File: config.mk
export PLATFORM = sky130hd
export DESIGN_NAME = flag_alu
export DESIGN_NICKNAME = d
export VERILOG_FILES = /design/src/rtl/alu_pkg.sv /design/src/rtl/alu_decode.sv /design/src/rtl/alu_arith.sv /design/src/rtl/alu_logic.sv /design/src/rtl/flag_alu.sv
export SDC_FILE = /design/constraint.sdc
export NUM_CORES = 1
export LEC_CHECK = 0
export ABC_CLOCK_PERIOD_IN_PS = 4800
export BUFFER_PORTS_ARGS = -buffer_cell sky130_fd_sc_hd__buf_4
export CORE_ASPECT_RATIO = 0.7
export CORE_UTILIZATION = 35
export CTS_BUF_LIST = sky130_fd_sc_hd__clkbuf_16
export DETAILED_ROUTE_END_ITERATION = 16
export PLACE_DENSITY = 0.65
export SLEW_MARGIN = 40
export SYNTH_ARGS = -nofsm -noshare
export SYNTH_HDL_FRONTEND = slang
export SYNTH_SLANG_ARGS = --single-unit
File: constraint.sdc
create_clock -name clk -period 4.8 [get_ports clk]
set_input_delay 0.24 -clock clk [delete_from_list [all_inputs] [get_ports clk]]
set_output_delay 0.24 -clock clk [all_outputs]
set_load 0.03 [all_outputs]
File: src/rtl/alu_pkg.sv
package alu_pkg;

    localparam int DATA_W = 16;
    localparam int HALF_W = DATA_W / 2;
    localparam int INSN_W = 16;
    localparam int MAJ_W  = 4;
    localparam int SUB_W  = 3;
    localparam logic [5:0] SINGLE_PFX = 6'b000100;

    typedef enum logic [3:0] {
        OP_MOV, OP_ADD, OP_ADDC, OP_SUBC, OP_SUB, OP_CMP, OP_BIT, OP_BIC,
        OP_BIS, OP_XOR, OP_AND, OP_RRC, OP_SWPB, OP_RRA, OP_SXT, OP_BAD
    } alu_op_e;

    typedef struct packed {
        logic c;
        logic z;
        logic n;
        logic v;
    } flags_t;

    typedef struct packed {
        logic [DATA_W-1:0] value;
        logic              c;
        logic              v;
    } path_t;

    function automatic logic op_writes(alu_op_e op);
        case (op)
            OP_CMP, OP_BIT, OP_BAD: return 1'b0;
            default:                return 1'b1;
        endcase
    endfunction

    function automatic logic op_sets_flags(alu_op_e op);
        case (op)
            OP_MOV, OP_BIC, OP_BIS, OP_SWPB, OP_BAD: return 1'b0;
            default:                                 return 1'b1;
        endcase
    endfunction

    function automatic logic op_is_arith(alu_op_e op);
        return op inside {OP_ADD, OP_ADDC, OP_SUBC, OP_SUB, OP_CMP};
    endfunction

    function automatic logic [DATA_W-1:0] fit_width(logic [DATA_W-1:0] x, logic byte_m);
        return byte_m ? {{(DATA_W-HALF_W){1'b0}}, x[HALF_W-1:0]} : x;
    endfunction

    function automatic logic sign_of(logic [DATA_W-1:0] x, logic byte_m);
        return byte_m ? x[HALF_W-1] : x[DATA_W-1];
    endfunction

endpackage

File: src/rtl/alu_decode.sv
module alu_decode
    import alu_pkg::*;
(
    input  logic [INSN_W-1:0] insn,
    input  logic              byte_op,
    output alu_op_e           op
);
    logic [MAJ_W-1:0] major;
    logic [SUB_W-1:0] minor;

    assign major = insn[INSN_W-1 -: MAJ_W];
    assign minor = insn[9:7];

    always_comb begin
        op = OP_BAD;
        if (major >= MAJ_W'(4)) begin
            case (major)
                4'd4:    op = OP_MOV;
                4'd5:    op = OP_ADD;
                4'd6:    op = OP_ADDC;
                4'd7:    op = OP_SUBC;
                4'd8:    op = OP_SUB;
                4'd9:    op = OP_CMP;
                4'd11:   op = OP_BIT;
                4'd12:   op = OP_BIC;
                4'd13:   op = OP_BIS;
                4'd14:   op = OP_XOR;
                4'd15:   op = OP_AND;
                default: op = OP_BAD;
            endcase
        end else if (insn[INSN_W-1 -: 6] == SINGLE_PFX) begin
            case (minor)
                3'd0:    op = OP_RRC;
                3'd1:    op = byte_op ? OP_BAD : OP_SWPB;
                3'd2:    op = OP_RRA;
                3'd3:    op = byte_op ? OP_BAD : OP_SXT;
                default: op = OP_BAD;
            endcase
        end
    end
endmodule

File: src/rtl/alu_arith.sv
module alu_arith
    import alu_pkg::*;
#(
    parameter int W  = DATA_W,
    parameter int HW = W / 2
) (
    input  alu_op_e      op,
    input  logic         byte_op,
    input  logic [W-1:0] src,
    input  logic [W-1:0] dst,
    input  logic         carry_in,
    output path_t        res
);
    logic         subtract;
    logic         cin_eff;
    logic [W-1:0] addend;
    logic [W:0]   sum_word;
    logic [HW:0]  sum_byte;
    logic [W-1:0] value;
    logic         sa, sb, sr;

    assign subtract = op inside {OP_SUBC, OP_SUB, OP_CMP};
    assign addend   = subtract ? ~src : src;

    always_comb begin
        case (op)
            OP_ADDC, OP_SUBC: cin_eff = carry_in;
            OP_SUB, OP_CMP:   cin_eff = 1'b1;
            default:          cin_eff = 1'b0;
        endcase
    end

    assign sum_word = {1'b0, dst} + {1'b0, addend} + {{W{1'b0}}, cin_eff};
    assign sum_byte = {1'b0, dst[HW-1:0]} + {1'b0, addend[HW-1:0]} + {{HW{1'b0}}, cin_eff};
    assign value    = byte_op ? {{(W-HW){1'b0}}, sum_byte[HW-1:0]} : sum_word[W-1:0];

    assign sa = sign_of(dst, byte_op);
    assign sb = sign_of(addend, byte_op);
    assign sr = sign_of(value, byte_op);

    assign res.value = value;
    assign res.c     = byte_op ? sum_byte[HW] : sum_word[W];
    assign res.v     = (sa == sb) && (sr != sa);
endmodule

File: src/rtl/alu_logic.sv
module alu_logic
    import alu_pkg::*;
#(
    parameter int W  = DATA_W,
    parameter int HW = W / 2
) (
    input  alu_op_e      op,
    input  logic         byte_op,
    input  logic [W-1:0] src,
    input  logic [W-1:0] dst,
    input  logic         carry_in,
    output path_t        res
);
    logic [W-1:0] raw;
    logic [W-1:0] value;
    logic         top_in;

    assign top_in = sign_of(dst, byte_op);

    always_comb begin
        raw = '0;
        case (op)
            OP_MOV:          raw = src;
            OP_BIC:          raw = dst & ~src;
            OP_BIS:          raw = dst | src;
            OP_XOR:          raw = dst ^ src;
            OP_AND, OP_BIT:  raw = dst & src;
            OP_RRC, OP_RRA: begin
                raw = dst >> 1;
                if (byte_op) raw[HW-1] = (op == OP_RRC) ? carry_in : top_in;
                else         raw[W-1]  = (op == OP_RRC) ? carry_in : top_in;
            end
            OP_SWPB:         raw = {dst[HW-1:0], dst[W-1:HW]};
            OP_SXT:          raw = {{(W-HW){dst[HW-1]}}, dst[HW-1:0]};
            default:         raw = '0;
        endcase
    end

    assign value = fit_width(raw, byte_op);

    always_comb begin
        res.value = value;
        res.c     = 1'b0;
        res.v     = 1'b0;
        case (op)
            OP_RRC, OP_RRA:                 res.c = dst[0];
            OP_AND, OP_BIT, OP_SXT:         res.c = |value;
            OP_XOR: begin
                res.c = |value;
                res.v = sign_of(src, byte_op) & sign_of(dst, byte_op);
            end
            default: ;
        endcase
    end
endmodule

File: src/rtl/flag_alu.sv
module flag_alu
    import alu_pkg::*;
(
    input  logic              clk,
    input  logic              rst,
    input  logic              in_valid,
    input  logic [INSN_W-1:0] insn,
    input  logic              byte_op,
    input  logic [DATA_W-1:0] src_val,
    input  logic [DATA_W-1:0] dst_val,
    input  logic              carry_in,
    output logic              out_valid,
    output logic [DATA_W-1:0] result,
    output logic              wr_en,
    output logic              flags_we,
    output logic              flag_c,
    output logic              flag_z,
    output logic              flag_n,
    output logic              flag_v,
    output logic              unsupported
);
    alu_op_e           op;
    path_t             arith_res;
    path_t             logic_res;
    path_t             sel;
    flags_t            fl_next;
    logic [DATA_W-1:0] value_next;
    logic              byte_q;

    alu_decode u_decode (
        .insn    (insn),
        .byte_op (byte_op),
        .op      (op)
    );

    alu_arith #(.W(DATA_W), .HW(HALF_W)) u_arith (
        .op       (op),
        .byte_op  (byte_op),
        .src      (src_val),
        .dst      (dst_val),
        .carry_in (carry_in),
        .res      (arith_res)
    );

    alu_logic #(.W(DATA_W), .HW(HALF_W)) u_logic (
        .op       (op),
        .byte_op  (byte_op),
        .src      (src_val),
        .dst      (dst_val),
        .carry_in (carry_in),
        .res      (logic_res)
    );

    assign sel        = op_is_arith(op) ? arith_res : logic_res;
    assign value_next = (op == OP_BAD) ? '0 : sel.value;

    always_comb begin
        fl_next = '0;
        if (op_sets_flags(op)) begin
            fl_next.c = sel.c;
            fl_next.v = sel.v;
            fl_next.n = sign_of(value_next, byte_op);
            fl_next.z = (fit_width(value_next, byte_op) == '0);
        end
    end

    always_ff @(posedge clk) begin
        if (rst || !in_valid) begin
            out_valid   <= 1'b0;
            result      <= '0;
            wr_en       <= 1'b0;
            flags_we    <= 1'b0;
            {flag_c, flag_z, flag_n, flag_v} <= '0;
            unsupported <= 1'b0;
            byte_q      <= 1'b0;
        end else begin
            out_valid   <= 1'b1;
            result      <= value_next;
            wr_en       <= op_writes(op);
            flags_we    <= op_sets_flags(op);
            {flag_c, flag_z, flag_n, flag_v} <= fl_next;
            unsupported <= (op == OP_BAD);
            byte_q      <= byte_op;
        end
    end


    add_carry_chk: assert property (@(posedge clk) disable iff (rst)
        in_valid && op == OP_ADD && !byte_op
        |=> {flag_c, result} == $past({1'b0, dst_val} + {1'b0, src_val}));


    sub_identity_chk: assert property (@(posedge clk) disable iff (rst)
        in_valid && op == OP_SUB && !byte_op
        |=> result == $past(dst_val - src_val));


    rrc_carry_chk: assert property (@(posedge clk) disable iff (rst)
        in_valid && op == OP_RRC |=> flag_c == $past(dst_val[0]));


    byte_upper_chk: assert property (@(posedge clk) disable iff (rst)
        out_valid && byte_q |-> result[DATA_W-1:HALF_W] == '0);


    bad_quiet_chk: assert property (@(posedge clk) disable iff (rst)
        unsupported |-> !wr_en && !flags_we && result == '0);


    valid_follow_chk: assert property (@(posedge clk) disable iff (rst)
        in_valid |=> out_valid);


    flags_idle_chk: assert property (@(posedge clk) disable iff (rst)
        !flags_we |-> !flag_c && !flag_z && !flag_n && !flag_v);
endmodule

==> impl_metrics.toml, run 1 <==
[clocking]
clock-root-buffer = "clkbuf_16"
ctsHoldBuffers = 0
cts_tree = "built"
h-tree-depth = 1
path_clk_slew_ns = 0.05
clock_sinks = 24
cts_max_path_buffers = 2
cts_buffers = 3

[global_route]
grt_pass1_wl_um = 24300
track_usage_pct = 28.1
antenna_found_initial = 0
grt_pass1_vias = 4321
overflow = 0
grt_max_degree = 25

[worst_setup_path]
critPathCaptureType = "flop"
crit_start = "insn[12]"
cp_slowest_stage_delay_ns = 0.55
start_kind = "primary input"
crit_required_ns = 4.99
cp_cell_sequence = "buf_4 > inv_1 > ha_1 > nand3_1 > o21a_4 > nand2_1 > nand2_1 > o21ai_2 > buf_4 > xnor2_1 > ha_1 > a21oi_1 > o21ai_0 > a41oi_1 > o31ai_2 > o41ai_1 > xor2_1 > a2bb2oi_1 > nand4_1 > nor3_2"
critPathKind = "primary input to flop"
slowest_stage = "xnor2_1"
crit_arrival_ns = 4.67
cp_max_fo = 15

[synthesis]
async_flop_share_pct = 0
ys_warn_count = 0
synth_top_cell_by_area = "dfxtp_1"
synth_fp_nets = 605
synth_edf_count = 0
netlist_area_um2 = 3830
ys_top_cells_by_count = "nand2_1, inv_1, a21oi_1"
netlist_instances = 517
yosys-top-cells-area = "dfxtp_1, ha_1, xnor2_1"
synth_area_per_cell_um2 = 7.40
yosys_register_bits = 24
yosysTopAreaCellShare_pct = 12.6
ys_seq_area_share_pct = 12.6
synthFlopType = "dfxtp_1"
yosysMostFrequentCell = "nand2_1"
synth_cell_type_count = 78

[finish]
diodes = 0
num-nets-final = 673
fin_cells = 715
fillers = 1077
area.growth.synth_to_final_pct = 20.2
drive_above_1_share_pct = 20.6

[placed_design]
place_ws_ns = 0.208
port_buffers = 69
dp.cells = 712
place.gp.congestion = 0.967
hpwlAfterDp_um = 12600

[sta]
drv_slew = 0
hold_violations = 0
setup_viol = 0
period_minus_slack_ns = 4.48
finalSetupTns_ns = 0
finalCritPeriodShare_pct = 93.3
setup_ws_ns = 0.321
worst_slew_pin_slew_ns = 0.850
fmax_mhz = 223
maxSlewHeadroom_pct = 43.3
rsz0062_at_grt = "false"

[floorplan]
die_w_um = 127
die_area_um2 = 11400
fp.dieH_um = 89.5
rows = 31
initial_core_util_pct = 36.5
core_area_um2 = 10500
ios = 77

[power]
peakVddDrop_uv = 133
p_per_area_nw_per_um2 = 233
p_leak_nw = 1.92

[routing]
dr.pass1.iters = 5
wl_per_cell_um = 22.0
drt_iter0_markers = 656
drc = 0
totalWireLength_um = 15700
vias_per_cell = 6.51
ant_nets = 0
vias = 4652

[min_path]
hp-class = "primary input to flop"
hold_start = "byte_op"

[run]
drv_cap = 0

[outcome]
status = "completed"
## critical path, delay by kind of cell
family	cells	cell delay, ns
and+or+nand+nor	5	0.66
adders and majority gates	2	0.79
buffers and inverters	3	0.51
AOI/OAI and AO/OA	8	1.60
xor gates and xnor gates	2	0.85
## power breakdown
part,internal (mW),switching [mW]
Clock,0.110,0.0625
Combinational,0.259,0.427
Sequential,0.211,0.00308
## metrics by stage
stage | util, % | cell area [µm²] | total power, mW | hold WS (ns)
finish | 43.9 | 4600 | 1.07 | 0.369
global route | 43.9 | 4600 | 1.13 | 0.407
CTS | 43.8 | 4590 | 1.05 | 0.364
detailed placement | 43.1 | 4520 | 0.874 | 0.631
global placement | 43.1 | 4520 | 0.865 | 0.637
floorplan | - | 3830 | 0.644 | 0.436
## path summary, 6_finish.rpt
path	end	slack (ns)	depth (start not counted)
worst max-delay path	flag_z	0.32	20
worst min-delay path	flag_n	0.37	3
## layout by cell type, fill, tap and decap left out, types with 5 or more instances in the layout
cell,n
buf_4,88
nand2_1,42
inv_1,38
a21oi_1,36
ha_1,33
nor2_1,28
o21ai_0,27
dfxtp_1,24
xnor2_1,23
nand3_1,17
nor3_1,16
a22oi_1,12
o22ai_1,11
nand4_1,10
nor2b_1,9
and3_1,9
xor2_1,8
o211ai_1,8
o21a_1,8
o221ai_1,8
a31oi_1,8
nand2b_1,7
nor4_1,6
a221oi_1,6
a21o_1,6
a211oi_1,5
## registers in the layout (all words and copies together), names as in the netlist
signal	flops
flag_c	1
flag_n	1
flag_v	1
flag_z	1
flags_we	1
out_valid	1
result	16
unsupported	1
wr_en	1
## area by class of cell
class / count / area [µm²] / area share [%]
Multi-Input combinational cell: 430 / 3080 / 66.9
Timing Repair Buffer: 88 / 661 / 14.4
Sequential cell: 24 / 480 / 10.4
Tap cell: 132 / 165 / 3.59
Inverter: 38 / 143 / 3.10
Clock buffer: 3 / 75.1 / 1.63
## logic make-up (layout without fill, tap and decap cells)
group	after synthesis	in the layout	synth area share, %
AND/OR/NAND/NOR	172	172	25.3
XOR/XNOR	31	31	7.09
adder cells (fa/ha/maj)	35	35	11.8
AO/OA/AOI/OAI	192	192	35.9
flip-flops	24	24	12.6
buffers and inverters	63	129	7.29
## routing by layer
metal / GRT usage, % / part of all wire, %
met1: 39.6 / 45
met3: 9.75 / 14
met4: 6.39 / 1.3
met5: 0 / 0
met2: 40.7 / 40
## repair_timing
action | in CTS | in global routing
endpoints found under the setup margin | 0 | 2
setup buffers | 0 | 0
resized for setup | 0 | 1
No activity file was read; power rests on OpenSTA's default activity.
==> inputs of run 2 (changes only) <==
--- a/config.mk
+++ b/config.mk
@@ -7,11 +7,13 @@
 export LEC_CHECK = 0
 export ABC_CLOCK_PERIOD_IN_PS = 4800
 export BUFFER_PORTS_ARGS = -buffer_cell sky130_fd_sc_hd__buf_4
+export CAP_MARGIN = 15
 export CORE_ASPECT_RATIO = 0.7
 export CORE_UTILIZATION = 35
 export CTS_BUF_LIST = sky130_fd_sc_hd__clkbuf_16
 export DETAILED_ROUTE_END_ITERATION = 16
 export PLACE_DENSITY = 0.65
+export SETUP_SLACK_MARGIN = 0.5
 export SLEW_MARGIN = 40
 export SYNTH_ARGS = -nofsm -noshare
 export SYNTH_HDL_FRONTEND = slang
==> impl_metrics.toml, run 2 (same netlist as run 1, synthesis figures left out) <==
[outcome]
status = "completed"

[power]
p_int_uw = 588
p_per_area_nw_per_um2 = 230
power_frac_clock_pct = 16.3
peakVddDrop_uv = 146
seq_power_share_pct = 19.8
switching_power_uw = 489
p_leak_nw = 1.95
switching_share_pct = 45.4
p_comb_share_pct = 63.9
finalPower_mw = 1.08

[routing]
drt_iter0_markers = 560
totalWireLength_um = 15500
vias_per_cell = 6.42
ant_nets = 0
wl_met3_um = 2120
drc = 0
routed-wl-met2_um = 6260
vias = 4602
dr.pass1.iters = 6
wl_per_cell_um = 21.7
top_layer = "met4"
drt-met1-wl_um = 6870

[floorplan]
rows = 31
core_area_um2 = 10500
fp.dieH_um = 89.5
ios = 77
die_area_um2 = 11400
die_w_um = 127
initial_core_util_pct = 36.5

[finish]
num-nets-final = 675
final_cell_mix = "buf_4, nand2_1, inv_1, a21oi_1, ha_1"
seq_area_um2 = 480
area.growth.synth_to_final_pct = 22.7
multiInputGateArea_um2 = 3150
fillers = 1095
diodes = 0
largest_register_ffs = 16
final_common_cell = "buf_4"
largest_register = "result"
drive_above_1_share_pct = 22.2
final_area_um2 = 4690

[run]
drv_cap = 0

[global_route]
track_usage_pct = 27.0
grt_pass1_vias = 4192
grt_max_degree = 25
grt_pass1_wl_um = 23500
antenna_found_initial = 0
overflow = 0

[worst_setup_path]
start_kind = "primary input"
crit_required_ns = 4.99
cp_max_fo = 15
crit_arrival_ns = 4.20
critPathCaptureType = "flop"
critPathKind = "primary input to flop"

[sta]
setup_viol = 0
hold_violations = 0
worst_slew_pin_slew_ns = 0.867
maxSlewHeadroom_pct = 42.1
drv_slew = 0
finalCritPeriodShare_pct = 83.6
finalSetupTns_ns = 0
period_minus_slack_ns = 4.01
rsz0062_at_grt = "false"
fmax_mhz = 249
holdWs_ns = 0.383

[placed_design]
port_buffers = 69
hpwlAfterDp_um = 12400
place.gp.congestion = 1.02
placed_area_um2 = 4540

[clocking]
cts_max_path_buffers = 2
clock-root-buffer = "clkbuf_16"
h-tree-depth = 1
cts_buffers = 3
path_clk_slew_ns = 0.06
clock_sinks = 24
cts_tree = "built"

[min_path]
hold_start = "byte_op"
whs_endpoint = "flag_n"
holdPathStages = 3
hp-class = "primary input to flop"
==> run 2: changes by cell type in the layout (fill, tap and decap cells not counted), sizes merged <==
cell / delta
buf: +2
==> run 2: timing repair <==
action	in CTS	in global routing
setup buffers	0	2
hold buffers	0	0
resized for setup	0	11
setup endpoints to repair	0	5
==> run 2: through the flow <==
step                      setup WS [ns]  instances  util [%]
after floorplan                   0.570        517         -
after global placement            0.338        712      43.3
after detailed placement          0.359        712      43.3
after CTS                         0.602        715      44.0
after global routing              0.496        717      44.8
final                             0.786        717      44.8
==> run 2: per-layer routing <==
metal / global-route usage [%] / vias to the layer above
li1: - / 2101
met2: 39.6 / 319
met4: 5.63 / 0
met3: 9.16 / 37
met5: 0 / -
met1: 38.1 / 2145
==> run 2: worst max path at each step <==
stage,from,to,slack (ns),cells past startpoint
floorplan,insn[12],flag_z,0.57,20
global placement,insn[13],flag_z,0.34,20
detailed placement,insn[13],flag_z,0.36,20
CTS,insn[13],flag_z,0.60,20
global route,insn[12],flag_z,0.50,19
finish,insn[12],flag_z,0.79,19
==> run 2: cell type report <==
class                           instances  share of cell area [%]
Sequential cell                        24                    10.2
Tap cell                              132                    3.52
Timing Repair Buffer                   90                    14.5
Inverter                               38                    3.04
Multi-Input combinational cell        430                    67.1
Clock buffer                            3                    1.60
==> run 2: power by group through the flow <==
stage | Sequential [mW] | Clock (mW) | Combinational [mW]
2_1_floorplan | 0.242 | 0 | 0.404
3_3_place_gp | 0.218 | 0 | 0.635
3_5_place_dp | 0.218 | 0 | 0.637
4_1_cts | 0.214 | 0.179 | 0.641
5_1_grt | 0.215 | 0.189 | 0.735
6_report | 0.214 | 0.175 | 0.689
==> run 2: critical path, cell delays in order <==
cell       delay (ns)
buf_4            0.19
ha_1             0.26
nor4b_4          0.36
o211ai_4         0.19
nand2_1          0.12
nand2_1          0.11
o21ai_4          0.09
buf_6            0.24
xnor2_2          0.20
ha_1             0.36
a21oi_1          0.19
o21ai_0          0.12
a41oi_1          0.28
o31ai_2          0.15
o41ai_2          0.25
xor2_1           0.30
a2bb2oi_1        0.26
nand4_1          0.16
nor3_2           0.12
==> inputs of run 3 (changes only) <==
--- a/config.mk
+++ b/config.mk
@@ -5,7 +5,7 @@
 export SDC_FILE = /design/constraint.sdc
 export NUM_CORES = 1
 export LEC_CHECK = 0
-export ABC_CLOCK_PERIOD_IN_PS = 4800
+export ABC_CLOCK_PERIOD_IN_PS = 4100
 export BUFFER_PORTS_ARGS = -buffer_cell sky130_fd_sc_hd__buf_4
 export CAP_MARGIN = 15
 export CORE_ASPECT_RATIO = 0.7
==> constraint.sdc (replaced) <==
create_clock -name clk -period 4.1 [get_ports clk]
set_input_delay 0.205 -clock clk [delete_from_list [all_inputs] [get_ports clk]]
set_output_delay 0.205 -clock clk [all_outputs]
set_load 0.03 [all_outputs]
==> impl_metrics.toml, run 3 (same netlist as run 1, synthesis figures left out) <==
[routing]
totalWireLength_um = 17100
drt_iter0_markers = 578
vias = 4892
vias_per_cell = 6.33
drc = 0
wl_per_cell_um = 22.2
ant_nets = 0
dr.pass1.iters = 8

[worst_setup_path]
slowest_stage = "ha_4"
crit_arrival_ns = 3.80
critPathKind = "primary input to flop"
critPathCaptureType = "flop"
crit_required_ns = 4.29
cp_cell_sequence = "buf_12 > inv_4 > ha_4 > nand2b_4 > a21boi_4 > o211ai_4 > o21ai_4 > buf_6 > clkbuf_16 > buf_6 > buf_6 > xnor2_4 > ha_4 > a21oi_4 > o21ai_2 > a41oi_2 > o31ai_4 > o41ai_2 > xor2_1 > buf_4 > a2bb2oi_2 > nand4_1 > nor3_2"
cp_slowest_stage_delay_ns = 0.28
crit_top_cell = "buf_6"
cp_max_fo = 5
start_kind = "primary input"

[floorplan]
die_area_um2 = 11400
ios = 77
initial_core_util_pct = 36.5
fp.dieH_um = 89.5
core_area_um2 = 10500
die_w_um = 127
rows = 31

[sta]
worst_slew_pin_slew_ns = 0.910
drv_slew = 0
finalCritPeriodShare_pct = 88.1
rsz0062_at_grt = "true"
setup_ws_ns = 0.490
hold_violations = 0
maxSlewHeadroom_pct = 38.9
fmax_mhz = 277
finalSetupTns_ns = 0
holdWs_ns = 0.362
setup_viol = 0
period_minus_slack_ns = 3.61

[clocking]
clock_sinks = 24
cts_max_path_buffers = 2
h-tree-depth = 1
cts_buffers = 3
cts_tree = "built"
path_clk_slew_ns = 0.06
clock-root-buffer = "clkbuf_16"

[finish]
diodes = 0
area.growth.synth_to_final_pct = 41.1
final_common_cell = "buf_4"
multiInputGateArea_um2 = 3350
final_cell_mix = "buf_4, nand2_1, inv_1, a21oi_1, ha_1"
largest_register_ffs = 16
num-nets-final = 730
drive_above_1_share_pct = 33.1
fillers = 1003
largest_register = "result"
seq_area_um2 = 480

[power]
peakVddDrop_uv = 152
finalPower_mw = 1.46
p_leak_nw = 2.30
p_per_area_nw_per_um2 = 270

[global_route]
antenna_found_initial = 0
overflow = 0
grt_max_degree = 25
track_usage_pct = 29.8
grt_pass1_wl_um = 25500
grt_pass1_vias = 4524

[placed_design]
port_buffers = 69
hpwlAfterDp_um = 13300
place.gp.congestion = 0.989
place_ws_ns = 0.00196

[outcome]
status = "completed"

[min_path]
hp-class = "primary input to flop"

[run]
drv_cap = 0
==> run 3: final cells by class <==
class                           instances  area share, %
Clock buffer                            3           1.39
Clock inverter                          1         0.0695
Inverter                               38           2.83
Multi-Input combinational cell        430           62.0
Sequential cell                        24           8.90
Tap cell                              132           3.06
Timing Repair Buffer                  145           21.7
==> run 3: path summary, 6_finish.rpt <==
path                 start    endpoint  slack, ns  cells after the start
setup / recovery  insn[12]      flag_z       0.49                     23
hold / removal    in_valid  result[11]       0.36                      3
==> run 3: through the flow <==
stage	cells	util (%)	area (µm²)
after floorplan	517	-	3960
after global placement	750	47.0	4920
after detailed placement	750	47.0	4920
after CTS	763	49.0	5130
after global routing	773	51.6	5400
final	773	51.6	5400
==> run 3: routing by layer <==
layer | share of wire, % | wire (µm) | up-vias | global-route usage, %
met5 | 0 | 0 | - | 0
met4 | 1.4 | 242 | 0 | 5.95
met3 | 13 | 2260 | 30 | 9.69
met2 | 40 | 6880 | 321 | 44.3
met1 | 45 | 7750 | 2326 | 41.9
li1 | - | - | 2215 | -
==> run 3: power breakdown <==
part	total [mW]	internal, mW	switching (mW)	leakage, nW
Clock	0.210	0.130	0.0796	0.0385
Sequential	0.250	0.247	0.00347	0.195
Combinational	0.999	0.433	0.566	2.06
==> run 3: what timing repair did <==
item,CTS,global route
resized for setup,12,37
pin swaps,15,22
endpoints found under the setup margin,5,8
buffers inserted,9,9
cloned,0,1
hold buffers,0,0
==> run 3: critical path: cells and delay by family <==
family	cells	cell delay (ns)
compound gates	9	1.53
xor+xnor	2	0.39
fa+ha+maj	2	0.53
buf+inv	7	0.81
simple gates	3	0.33
